===== config.mk =====
export PLATFORM = sky130hd
export DESIGN_NAME = mixed_pixel_select
export DESIGN_NICKNAME = d
export VERILOG_FILES = /design/src/rtl/mixed_pixel_select.sv
export SDC_FILE = /design/constraint.sdc
export NUM_CORES = 1
export LEC_CHECK = 0
export ABC_AREA = 1
export CAP_MARGIN = 20
export CORE_MARGIN = 1
export CORE_UTILIZATION = 40
export CTS_BUF_LIST = sky130_fd_sc_hd__clkbuf_2 sky130_fd_sc_hd__clkbuf_4 sky130_fd_sc_hd__clkbuf_8
export DETAILED_ROUTE_END_ITERATION = 8
export DONT_BUFFER_PORTS = 1
export GPL_ROUTABILITY_DRIVEN = 0
export SETUP_SLACK_MARGIN = 0.02
export SYNTH_ARGS = -nofsm -noshare
export SYNTH_HDL_FRONTEND = slang
export SYNTH_SLANG_ARGS = --single-unit

===== constraint.sdc =====
create_clock -name clk -period 3.2 [get_ports clk]
set_input_delay 0.32 -clock clk [delete_from_list [all_inputs] [get_ports clk]]
set_output_delay 0.32 -clock clk [all_outputs]
set_load 0.01 [all_outputs]

===== src/rtl/mixed_pixel_select.sv =====
module mixed_pixel_select #(
  parameter int MAX_W = 1024,
  parameter int MAX_H = 768,
  parameter int PITCH = 1024,
  localparam int XW = $clog2(MAX_W + 1),
  localparam int YW = $clog2(MAX_H + 1),
  localparam int AW = $clog2(PITCH * MAX_H)
) (
  input  logic          clk,
  input  logic          rst_n,
  input  logic [XW-1:0] cfg_width,
  input  logic [YW-1:0] cfg_height,
  input  logic          cfg_index_only,
  output logic [AW-1:0] pix_addr,
  input  logic [7:0]    idx_in,
  input  logic [23:0]   direct_rgb,
  input  logic [7:0]    ctrl_tag,
  output logic [7:0]    pal_addr,
  input  logic [23:0]   pal_rgb,
  output logic          out_valid,
  output logic [23:0]   out_rgb,
  output logic          out_sol,
  output logic          out_sof,
  input  logic          out_ready
);
  localparam int XC = $clog2(MAX_W);
  localparam int YC = $clog2(MAX_H);
  localparam logic [7:0] DIRECT_TAG = 8'h03;

  logic [XC-1:0] x_cnt;
  logic [YC-1:0] y_cnt;
  logic [XW-1:0] eff_w;
  logic [YW-1:0] eff_h;
  logic          x_last, y_last, adv1, adv2;

  logic          v1, use1, sol1, sof1;
  logic [7:0]    idx1;
  logic [23:0]   dir1;

  assign eff_w  = (cfg_width == '0 || cfg_width > XW'(MAX_W)) ? XW'(MAX_W) : cfg_width;
  assign eff_h  = (cfg_height == '0 || cfg_height > YW'(MAX_H)) ? YW'(MAX_H) : cfg_height;
  assign x_last = XW'(x_cnt) == eff_w - 1'b1;
  assign y_last = YW'(y_cnt) == eff_h - 1'b1;
  assign adv2   = !out_valid || out_ready;
  assign adv1   = !v1 || adv2;

  assign pix_addr = AW'(y_cnt) * AW'(PITCH) + AW'(x_cnt);
  assign pal_addr = idx1;

  always_ff @(posedge clk or negedge rst_n) begin
    if (!rst_n) begin
      x_cnt <= '0;
      y_cnt <= '0;
    end else if (adv1) begin
      x_cnt <= x_last ? '0 : x_cnt + 1'b1;
      if (x_last) y_cnt <= y_last ? '0 : y_cnt + 1'b1;
    end
  end

  always_ff @(posedge clk or negedge rst_n) begin
    if (!rst_n) begin
      v1   <= 1'b0;
      use1 <= 1'b0;
      sol1 <= 1'b0;
      sof1 <= 1'b0;
      idx1 <= '0;
      dir1 <= '0;
    end else if (adv1) begin
      v1   <= 1'b1;
      use1 <= !cfg_index_only && ctrl_tag == DIRECT_TAG;
      sol1 <= x_cnt == '0;
      sof1 <= x_cnt == '0 && y_cnt == '0;
      idx1 <= idx_in;
      dir1 <= direct_rgb;
    end
  end

  always_ff @(posedge clk or negedge rst_n) begin
    if (!rst_n) begin
      out_valid <= 1'b0;
      out_rgb   <= '0;
      out_sol   <= 1'b0;
      out_sof   <= 1'b0;
    end else if (adv2) begin
      out_valid <= v1;
      out_rgb   <= use1 ? dir1 : pal_rgb;
      out_sol   <= sol1;
      out_sof   <= sof1;
    end
  end

  p_stall_hold_r8: assert property (@(posedge clk) disable iff (!rst_n)
    out_valid && !out_ready |=> out_valid && $stable(out_rgb) && $stable(out_sol) && $stable(out_sof));

  p_sof_in_sol_r6: assert property (@(posedge clk) disable iff (!rst_n)
    out_valid && out_sof |-> out_sol);

  p_x_bound_r9: assert property (@(posedge clk) disable iff (!rst_n)
    XW'(x_cnt) < eff_w && YW'(y_cnt) < eff_h);

  p_addr_step_r4: assert property (@(posedge clk) disable iff (!rst_n)
    adv1 && !x_last |=> pix_addr == $past(pix_addr) + 1'b1);

  p_valid_sticks_r1: assert property (@(posedge clk) disable iff (!rst_n)
    out_valid |=> out_valid);
endmodule


==> out/summary.log, run 1 <==
INFO  run_status     status=finished clean
INFO  routing        iter_0_drt_violations=241
INFO  placed_design  post-dp-hpwl=8730um
INFO  logic_synthesis post_synthesis_instance_area=4750um^2
INFO  clock_network  num_cts_buffers=9
INFO  sta            timing.final.max_slew_violations=0
INFO  clock_network  tritoncts=done
INFO  critical_path  cp_cell_sequence=nor2_1 -> inv_1 -> nor2_2 -> nand3_1 -> nand2_4 -> nand2_2 -> ha_1 -> nand2_1 -> inv_1 -> nor2_1 -> xor2_1 -> nor2_1 -> nand3_1 -> nor2_1 -> nand2_1 -> nor2_4 -> inv_2 -> nand2_1 -> nand2_1
INFO  die            die_x=111um
INFO  die            floorplan.initialDensity=0.414
INFO  sta            unrepaired_setup_endpoints_after_global_routing=no
INFO  logic_synthesis synth_flop_cell=sky130_fd_sc_hd__dfrtp_1
INFO  finish         final_layout_size_suffix_gt1_frac=0.0530
INFO  logic_synthesis async_reset_ff_frac=1.00
INFO  critical_path  critPathMaxStageDelay=290ps
INFO  sta            final-hold-violation-count=0
INFO  min_path       holdCritPathClass=in2reg
INFO  clock_network  clock_sinks=83
INFO  clock_network  post_cts_resize_count=0
INFO  sta            final_period_util=0.762
INFO  logic_synthesis synthesis.area_per_instance=7.18um^2
INFO  grt            grt_start_max_net_pins=84
INFO  grt            grt_util_all_layers=0.196
INFO  grt            grt_antenna_before_repair=0
INFO  routing        first_pass_iters=4
INFO  routing        num_vias=4127
INFO  placed_design  port_buffers=0
INFO  logic_synthesis yosys.area.top_type_share=0.438
INFO  run            drv_cap=0
INFO  logic_synthesis synth.cells.most_frequent=sky130_fd_sc_hd__nand2_1 (223), sky130_fd_sc_hd__inv_1 (85), sky130_fd_sc_hd__dfrtp_1 (83)
INFO  power          power.ir.vdd_worst=0.250mV
INFO  power          leakage_power_total=2.64nW
INFO  routing        totalWireLength=11600um
INFO  logic_synthesis postSynthRegisterBits=83
INFO  die            die-area=12300um^2
INFO  die            io_pins=144
INFO  critical_path  required=3440ps
INFO  critical_path  top_fanout_value_on_the_critical_path=16
INFO  routing        detail_route.vias_per_cell=5.14
INFO  logic_synthesis synth_most_common_cell=sky130_fd_sc_hd__nand2_1
INFO  finish         final_net_count=751
INFO  finish         finish.cell_count_without_fillers=803
INFO  logic_synthesis synth.top_cells.by_area=sky130_fd_sc_hd__dfrtp_1 (44%), sky130_fd_sc_hd__nand2_1 (18%), sky130_fd_sc_hd__o21ai_0 (8.2%), sky130_fd_sc_hd__inv_1 (6.7%), sky130_fd_sc_hd__nand3_1 (5.0%)
INFO  power          power.density=536nW/um^2
INFO  critical_path  slowest_stage=sky130_fd_sc_hd__nor2_4
INFO  logic_synthesis yosys.cell_types.count=33
INFO  critical_path  setup_crit_end_kind=register
INFO  logic_synthesis number_of_flops_mapped_to_enable_cells_by_yosys=0
INFO  clock_network  cts_htree_levels=3
INFO  finish         synthToLayoutAreaGrowth=8.04%
INFO  sta            finalWorstPathRequiredPeriod=2440ps
INFO  die            placement_rows=39
INFO  finish         antennaDiodeCount=0
INFO  logic_synthesis syn-num-nets=756
INFO  die            die_height=111um
INFO  critical_path  start_kind=input pin
INFO  sta            timing.slew.headroom=0.598
INFO  logic_synthesis ys_seq_area_frac=0.438
INFO  sta            worst_pin_slew=598ps
INFO  routing        wire_per_inst=14.5um
INFO  critical_path  cp.arrival=2680ps
INFO  clock_network  cts_root_buffer=sky130_fd_sc_hd__clkbuf_8
INFO  sta            max_freq=410MHz
INFO  logic_synthesis post_synthesis_cell_type_with_the_largest_combined_area=sky130_fd_sc_hd__dfrtp_1
INFO  clock_network  worst_setup_hold_path_clk_slew=80ps
INFO  grt            grt_pass1_vias=4032
INFO  routing        route.detailed.drc=0
INFO  logic_synthesis postSynthCellCount=661
INFO  power          report.power.total=2.75mW
INFO  logic_synthesis ys.warnings.count=0
INFO  grt            grt_first_pass_wirelength=19400um
INFO  critical_path  timing_worst_setup_path_type=in2reg
INFO  placed_design  placed_cells=786
INFO  sta            skew=10.6ps
INFO  grt            grt_overflow=0
INFO  routing        drt.antenna.violating_nets=0
INFO  clock_network  clock_latency=350ps
INFO  sta            fin_tns_setup=0ps
INFO  sta            report.final.setup_viol=0
INFO  die            core_area=11500um^2
INFO  clock_network  clockBufferDepth=2
per-stage QoR:
stage / setup slack, ps / hold slack, ps / area, um^2 / util
final: 761 / 78.8 / 5130 / 0.447
after floorplan: 895 / 24.4 / 4750 / -
after global placement: 504 / 26.6 / 4860 / 0.424
after global routing: 457 / 79.0 / 5130 / 0.447
after detailed placement: 398 / 26.5 / 4860 / 0.424
after CTS: 782 / 57.1 / 5130 / 0.447
registers in the layout, summed over array words and instances (netlist names):
name and flops:
out_sol 1, out_sof 1, out_valid 1, dir1 24
pal_addr 8, sol1 1, sof1 1, use1 1
out_rgb 24, v1 1, y_cnt 10, x_cnt 10
final cells by class:
class	count	area [um^2]
clock buffers	11	151
clock inverters	4	73.8
fillers	1151	6340
inverters	87	327
multi-input cells	469	2250
flip-flops and latches	83	2080
well taps	143	179
repair buffers	6	67.6
critical path: cells and delay by family:
family	cells	cell delay [ps]
xor+xnor	1	80
fa+ha+maj	1	210
buf+inv	3	350
simple gates	14	1710
layout by cell type (no fill, tap or decap):
cell type	instances
sky130_fd_sc_hd__o211ai_1	1
sky130_fd_sc_hd__buf_16	1
sky130_fd_sc_hd__nor2_1	43
sky130_fd_sc_hd__nand3_2	1
sky130_fd_sc_hd__ha_1	6
sky130_fd_sc_hd__nand2_4	1
sky130_fd_sc_hd__inv_1	85
sky130_fd_sc_hd__clkbuf_8	11
sky130_fd_sc_hd__o21ai_0	78
sky130_fd_sc_hd__bufinv_16	2
sky130_fd_sc_hd__nor2_2	3
sky130_fd_sc_hd__xnor2_1	1
sky130_fd_sc_hd__nand3_1	47
sky130_fd_sc_hd__nor2_4	2
sky130_fd_sc_hd__o31ai_1	2
sky130_fd_sc_hd__clkinv_2	1
sky130_fd_sc_hd__buf_4	4
sky130_fd_sc_hd__or2_2	2
sky130_fd_sc_hd__dfrtp_1	83
sky130_fd_sc_hd__clkinv_4	1
sky130_fd_sc_hd__clkinv_1	1
sky130_fd_sc_hd__conb_1	1
sky130_fd_sc_hd__o21bai_1	1
sky130_fd_sc_hd__a21oi_1	1
sky130_fd_sc_hd__xor2_1	21
sky130_fd_sc_hd__nand2_2	4
sky130_fd_sc_hd__nand4_2	1
sky130_fd_sc_hd__inv_2	1
sky130_fd_sc_hd__nand2_1	223
sky130_fd_sc_hd__nor4_1	7
sky130_fd_sc_hd__o21ai_1	2
sky130_fd_sc_hd__nand3b_1	3
sky130_fd_sc_hd__nand4_1	8
sky130_fd_sc_hd__dlygate4sd3_1	1
sky130_fd_sc_hd__nor3_1	5
sky130_fd_sc_hd__xnor3_1	1
sky130_fd_sc_hd__o41ai_1	4
final timing paths:
path | start | endpoint | slack (ps) | cells past startpoint
max | cfg_width[0] | y_cnt[0]$_DFFE_PN0P_ | 760 | 19
min | idx_in[6] | pal_addr[6]$_DFFE_PN0P_ | 80 | 2
max reg2reg | x_cnt[4]$_DFFE_PN0P_ | y_cnt[0]$_DFFE_PN0P_ | 970 | 13
min reg2reg | sof1$_DFFE_PN0P_ | out_sof$_DFFE_PN0P_ | 480 | 2
max in group asynchronous | rst_n | out_rgb[15]$_DFFE_PN0P_ | 2360 | 2
min in group asynchronous | rst_n | dir1[1]$_DFFE_PN0P_ | 520 | 2
power breakdown:
group | internal, mW | leakage (nW) | total, mW | switching [mW]
Combinational | 0.200 | 1.51 | 0.541 | 0.341
Sequential | 1.17 | 1.02 | 1.37 | 0.192
Clock | 0.478 | 0.115 | 0.840 | 0.361
Total | 1.85 | 2.64 | 2.75 | 0.894
routing by layer:
layer | GRT usage | up-vias | share of wire
met4 | 0.0800 | 0 | 0.020
met5 | 0 | - | 0
met1 | 0.246 | 1876 | 0.44
li1 | - | 2077 | -
met2 | 0.321 | 152 | 0.47
met3 | 0.0487 | 22 | 0.073
cell families (layout without fill, tap and decap cells):
| group | after synthesis | after routing | share of synthesized area |
|---|---|---|---|
| adder cells (fa/ha/maj) | 6 | 6 | 0.0158 |
| AO/OA/AOI/OAI | 89 | 89 | 0.0991 |
| flip-flops | 83 | 83 | 0.438 |
| other | 1 | 1 | 0.000790 |
| XOR/XNOR | 23 | 23 | 0.0453 |
| AND/OR/NAND/NOR | 350 | 350 | 0.312 |
| buffers and inverters | 109 | 108 | 0.0894 |
repair_timing:
action / 4_1_cts / 5_1_grt
setup buffers: 0 / 0
endpoints found under the hold margin: 83 / 0
hold buffers: 2 / 0
No activity file was read; power rests on OpenSTA's default activity.
==> run 2, diff against run 1 <==
--- a/config.mk
+++ b/config.mk
@@ -5,7 +5,7 @@
 export SDC_FILE = /design/constraint.sdc
 export NUM_CORES = 1
 export LEC_CHECK = 0
-export ABC_AREA = 1
+export ABC_AREA = 0
 export CAP_MARGIN = 20
 export CORE_MARGIN = 1
 export CORE_UTILIZATION = 40
==> constraint.sdc (replaced) <==
create_clock -name clk -period 2.3 [get_ports clk]
set_input_delay 0.23 -clock clk [delete_from_list [all_inputs] [get_ports clk]]
set_output_delay 0.23 -clock clk [all_outputs]
set_load 0.01 [all_outputs]
==> out/summary.log, run 2 <==
INFO  run_status     status=complete, but fails checks
INFO  run_status     violations=negative setup slack
INFO  sta            final-hold-violation-count=0
INFO  die            die_height=110um
INFO  clock_network  clock_latency=350ps
INFO  routing        detail_route.vias_per_cell=5.46
INFO  grt            grt_antenna_before_repair=0
INFO  die            placement_rows=39
INFO  finish         reg.largest.list=dir1 (24), out_rgb (24)
INFO  logic_synthesis synth.top_cells.by_area=sky130_fd_sc_hd__dfrtp_1 (45%), sky130_fd_sc_hd__nand2_1 (12%), sky130_fd_sc_hd__mux2i_1 (5.8%), sky130_fd_sc_hd__o21ai_0 (4.8%), sky130_fd_sc_hd__clkbuf_1 (2.7%)
INFO  critical_path  path_delay_family=compound AO/OA/AOI/OAI gates
INFO  clock_network  tritoncts=done
INFO  min_path       holdCritPathClass=in2reg
INFO  critical_path  startpoint=x_cnt[1]$_DFFE_PN0P_
INFO  critical_path  cp_cell_sequence=xor2_1 -> o221ai_2 -> a2111oi_2 -> o2111ai_1 -> nor4_2 -> buf_4 -> nand2_4 -> buf_12 -> o41a_1 -> o21ai_1
INFO  clock_network  num_cts_buffers=9
INFO  clock_network  worst_setup_hold_path_clk_slew=90ps
INFO  finish         commonest_non_fill_non_tap_cell_in_the_layout=sky130_fd_sc_hd__nand2_1
INFO  logic_synthesis async_reset_ff_frac=1.00
INFO  sta            finalWorstPathRequiredPeriod=2400ps
INFO  routing        route.detailed.drc=0
INFO  sta            unrepaired_setup_endpoints_after_global_routing=yes
INFO  logic_synthesis synthesis.area_per_instance=8.44um^2
INFO  clock_network  clockBufferDepth=2
INFO  finish         synthToLayoutAreaGrowth=23.8%
INFO  die            die-area=12100um^2
INFO  logic_synthesis postSynthRegisterBits=83
INFO  sta            skew=7.06ps
INFO  placed_design  dpl-instance-area=5100um^2
INFO  die            floorplan.initialDensity=0.410
INFO  sta            report.final.setup_viol=8
INFO  finish         n_fill_cell=1046
INFO  logic_synthesis post_synth_xor_area_fraction=0.0301
INFO  power          power.density=717nW/um^2
INFO  finish         antennaDiodeCount=0
INFO  routing        num_vias=4096
INFO  logic_synthesis ys.warnings.count=0
INFO  finish         most_used_cells_in_the_layout_excluding_fill_and_tap_cells=sky130_fd_sc_hd__nand2_1 (149), sky130_fd_sc_hd__dfrtp_1 (83), sky130_fd_sc_hd__buf_4 (44), sky130_fd_sc_hd__o21ai_0 (43), sky130_fd_sc_hd__dlygate4sd3_1 (33)
INFO  logic_synthesis synth_top_family_by_area=simple AND/OR/NAND/NOR gates
INFO  critical_path  top_fanout_value_on_the_critical_path=7
INFO  logic_synthesis synthMuxAreaShare=0.0701
INFO  critical_path  critPathMaxStageDelay=410ps
INFO  power          leakage_power_total=2.51nW
INFO  min_path       worst_hold_startpoint=pal_rgb[0]
INFO  logic_synthesis number_of_flops_mapped_to_enable_cells_by_yosys=0
INFO  grt            grt_overflow=0
INFO  logic_synthesis post_synthesis_cell_type_with_the_largest_combined_area=sky130_fd_sc_hd__dfrtp_1
INFO  sta            final_period_util=1.04
INFO  logic_synthesis synth-compound-area-share=0.137
INFO  logic_synthesis synth_most_common_cell=sky130_fd_sc_hd__nand2_1
INFO  logic_synthesis yosys.area.top_type_share=0.446
INFO  logic_synthesis synth.cells.most_frequent=sky130_fd_sc_hd__nand2_1 (153), sky130_fd_sc_hd__dfrtp_1 (83), sky130_fd_sc_hd__o21ai_0 (45)
INFO  finish         design_area=5770um^2
INFO  sta            setup_slack=-98.9ps
INFO  sta            max_freq=417MHz
INFO  finish         finish.cell_count_without_fillers=750
INFO  run            drv_cap=0
INFO  logic_synthesis synth_simple_gate_area_frac=0.254
INFO  placed_design  port_buffers=0
INFO  clock_network  cts_htree_levels=3
INFO  logic_synthesis synth_flop_cell=sky130_fd_sc_hd__dfrtp_1
INFO  finish         seqCellArea=2080um^2
INFO  grt            grt_start_max_net_pins=84
INFO  routing        drt.antenna.violating_nets=0
INFO  placed_design  placed_cells=700
INFO  placed_design  post-dp-hpwl=8590um
INFO  grt            grt_util_all_layers=0.201
INFO  logic_synthesis post_synthesis_instance_area=4660um^2
INFO  logic_synthesis yosys.cell_types.count=55
INFO  die            die_x=110um
INFO  routing        iter_0_drt_violations=300
INFO  grt            grt_pass1_vias=3967
INFO  logic_synthesis syn-num-nets=647
INFO  critical_path  start_kind=register
INFO  critical_path  timing_worst_setup_path_type=reg2reg
INFO  clock_network  cts_setup_buffers=0
INFO  die            core_area=11400um^2
INFO  clock_network  clock_sinks=83
INFO  critical_path  setup_crit_end_kind=register
INFO  routing        wire_per_inst=16.2um
INFO  finish         final_net_count=698
INFO  clock_network  cts_root_buffer=sky130_fd_sc_hd__clkbuf_8
INFO  critical_path  critPathBufInv=2
INFO  finish         final_layout_size_suffix_gt1_frac=0.143
INFO  critical_path  required=2580ps
INFO  routing        totalWireLength=12100um
INFO  finish         multi_input_comb_area=2470um^2
INFO  routing        first_pass_iters=4
INFO  critical_path  timing.rr.start=x_cnt[1]$_DFFE_PN0P_
INFO  die            io_pins=144
INFO  power          power.ir.vdd_worst=0.400mV
INFO  logic_synthesis post_synth_fa_ha_maj_area_fraction=0.0161
INFO  critical_path  cp.arrival=2680ps
INFO  sta            timing.final.max_slew_violations=0
INFO  finish         utilization=0.507
INFO  logic_synthesis postSynthCellCount=552
INFO  grt            grt_first_pass_wirelength=18800um
INFO  logic_synthesis ys_seq_area_frac=0.446
INFO  critical_path  slowest_stage=sky130_fd_sc_hd__dfrtp_1
run 2: cell count changes after synthesis, sizes merged, moves of 8 or more:
cell    before  now
nor2b        0    8
inv         86   13
nor2        48   18
clkbuf      19   34
nand3       48   14
mux2i        0   27
nor3         5   18
a21oi        1   17
o21ai       80   46
xor2        21    9
nand2      228  153
run 2: what timing repair did:
action	CTS	global route
gates resized for setup	9	4
endpoints found under the setup margin	16	16
hold endpoints to repair	114	1
gates cloned	1	0
hold buffers	33	1
pin swaps	5	2
run 2: per-stage QoR:
stage / setup TNS (ps) / worst slack [ps] / hold WS (ps) / power (mW)
floorplan: -3580 / -317 / -65.6 / 2.47
global placement: -5710 / -439 / -64.0 / 2.78
detailed placement: -5960 / -475 / -64.0 / 2.80
CTS: -895 / -142 / 2.48 / 4.17
global route: -2400 / -243 / 58.4 / 4.38
finish: -411 / -98.9 / 75.6 / 4.14
run 2: path summary, 6_finish.rpt:
check | endpoint | slack, ps | depth (start not counted)
hold / removal | out_rgb[0]$_DFFE_PN0P_ | 80 | 2
setup reg to reg | y_cnt[8]$_DFFE_PN0P_ | -100 | 10
setup / recovery | y_cnt[8]$_DFFE_PN0P_ | -100 | 10
hold reg to reg | dir1[21]$_DFFE_PN0P_ | 470 | 2
min in group asynchronous | out_rgb[19]$_DFFE_PN0P_ | 430 | 2
max in group asynchronous | x_cnt[4]$_DFFE_PN0P_ | 1530 | 2
run 2: final cells by class:
| cell class | count | share of cell area |
|---|---|---|
| Multi-Input combinational cell | 415 | 0.429 |
| Sequential cell | 83 | 0.360 |
| Timing Repair Buffer | 80 | 0.128 |
| Tap cell | 143 | 0.0310 |
| Clock buffer | 9 | 0.0215 |
| Clock inverter | 6 | 0.0200 |
| Inverter | 14 | 0.0113 |
run 2: report_power, final:
| part | switching (mW) | leakage [nW] | internal [mW] |
|---|---|---|---|
| clock | 0.540 | 0.115 | 0.719 |
| sequential | 0.202 | 0.980 | 1.63 |
| combinational | 0.548 | 1.41 | 0.492 |
| total | 1.29 | 2.51 | 2.84 |
run 2: cell families (layout without fill, tap and decap cells):
| group | count (synthesis) | after routing |
|---|---|---|
| flip-flops | 83 | 83 |
| adder cells (fa/ha/maj) | 6 | 6 |
| multiplexers | 32 | 32 |
| AND/OR/NAND/NOR | 257 | 257 |
| other | 1 | 1 |
| buffers and inverters | 54 | 109 |
| XOR/XNOR | 16 | 16 |
| AO/OA/AOI/OAI | 103 | 103 |
run 2: metal layers:
| metal | GRT usage | vias to the layer above | wire, um |
|---|---|---|---|
| met5 | 0 | - | 0 |
| met1 | 0.232 | 1943 | 5230 |
| li1 | - | 2005 | - |
| met2 | 0.350 | 132 | 5800 |
| met4 | 0.0571 | 0 | 155 |
| met3 | 0.0694 | 16 | 961 |
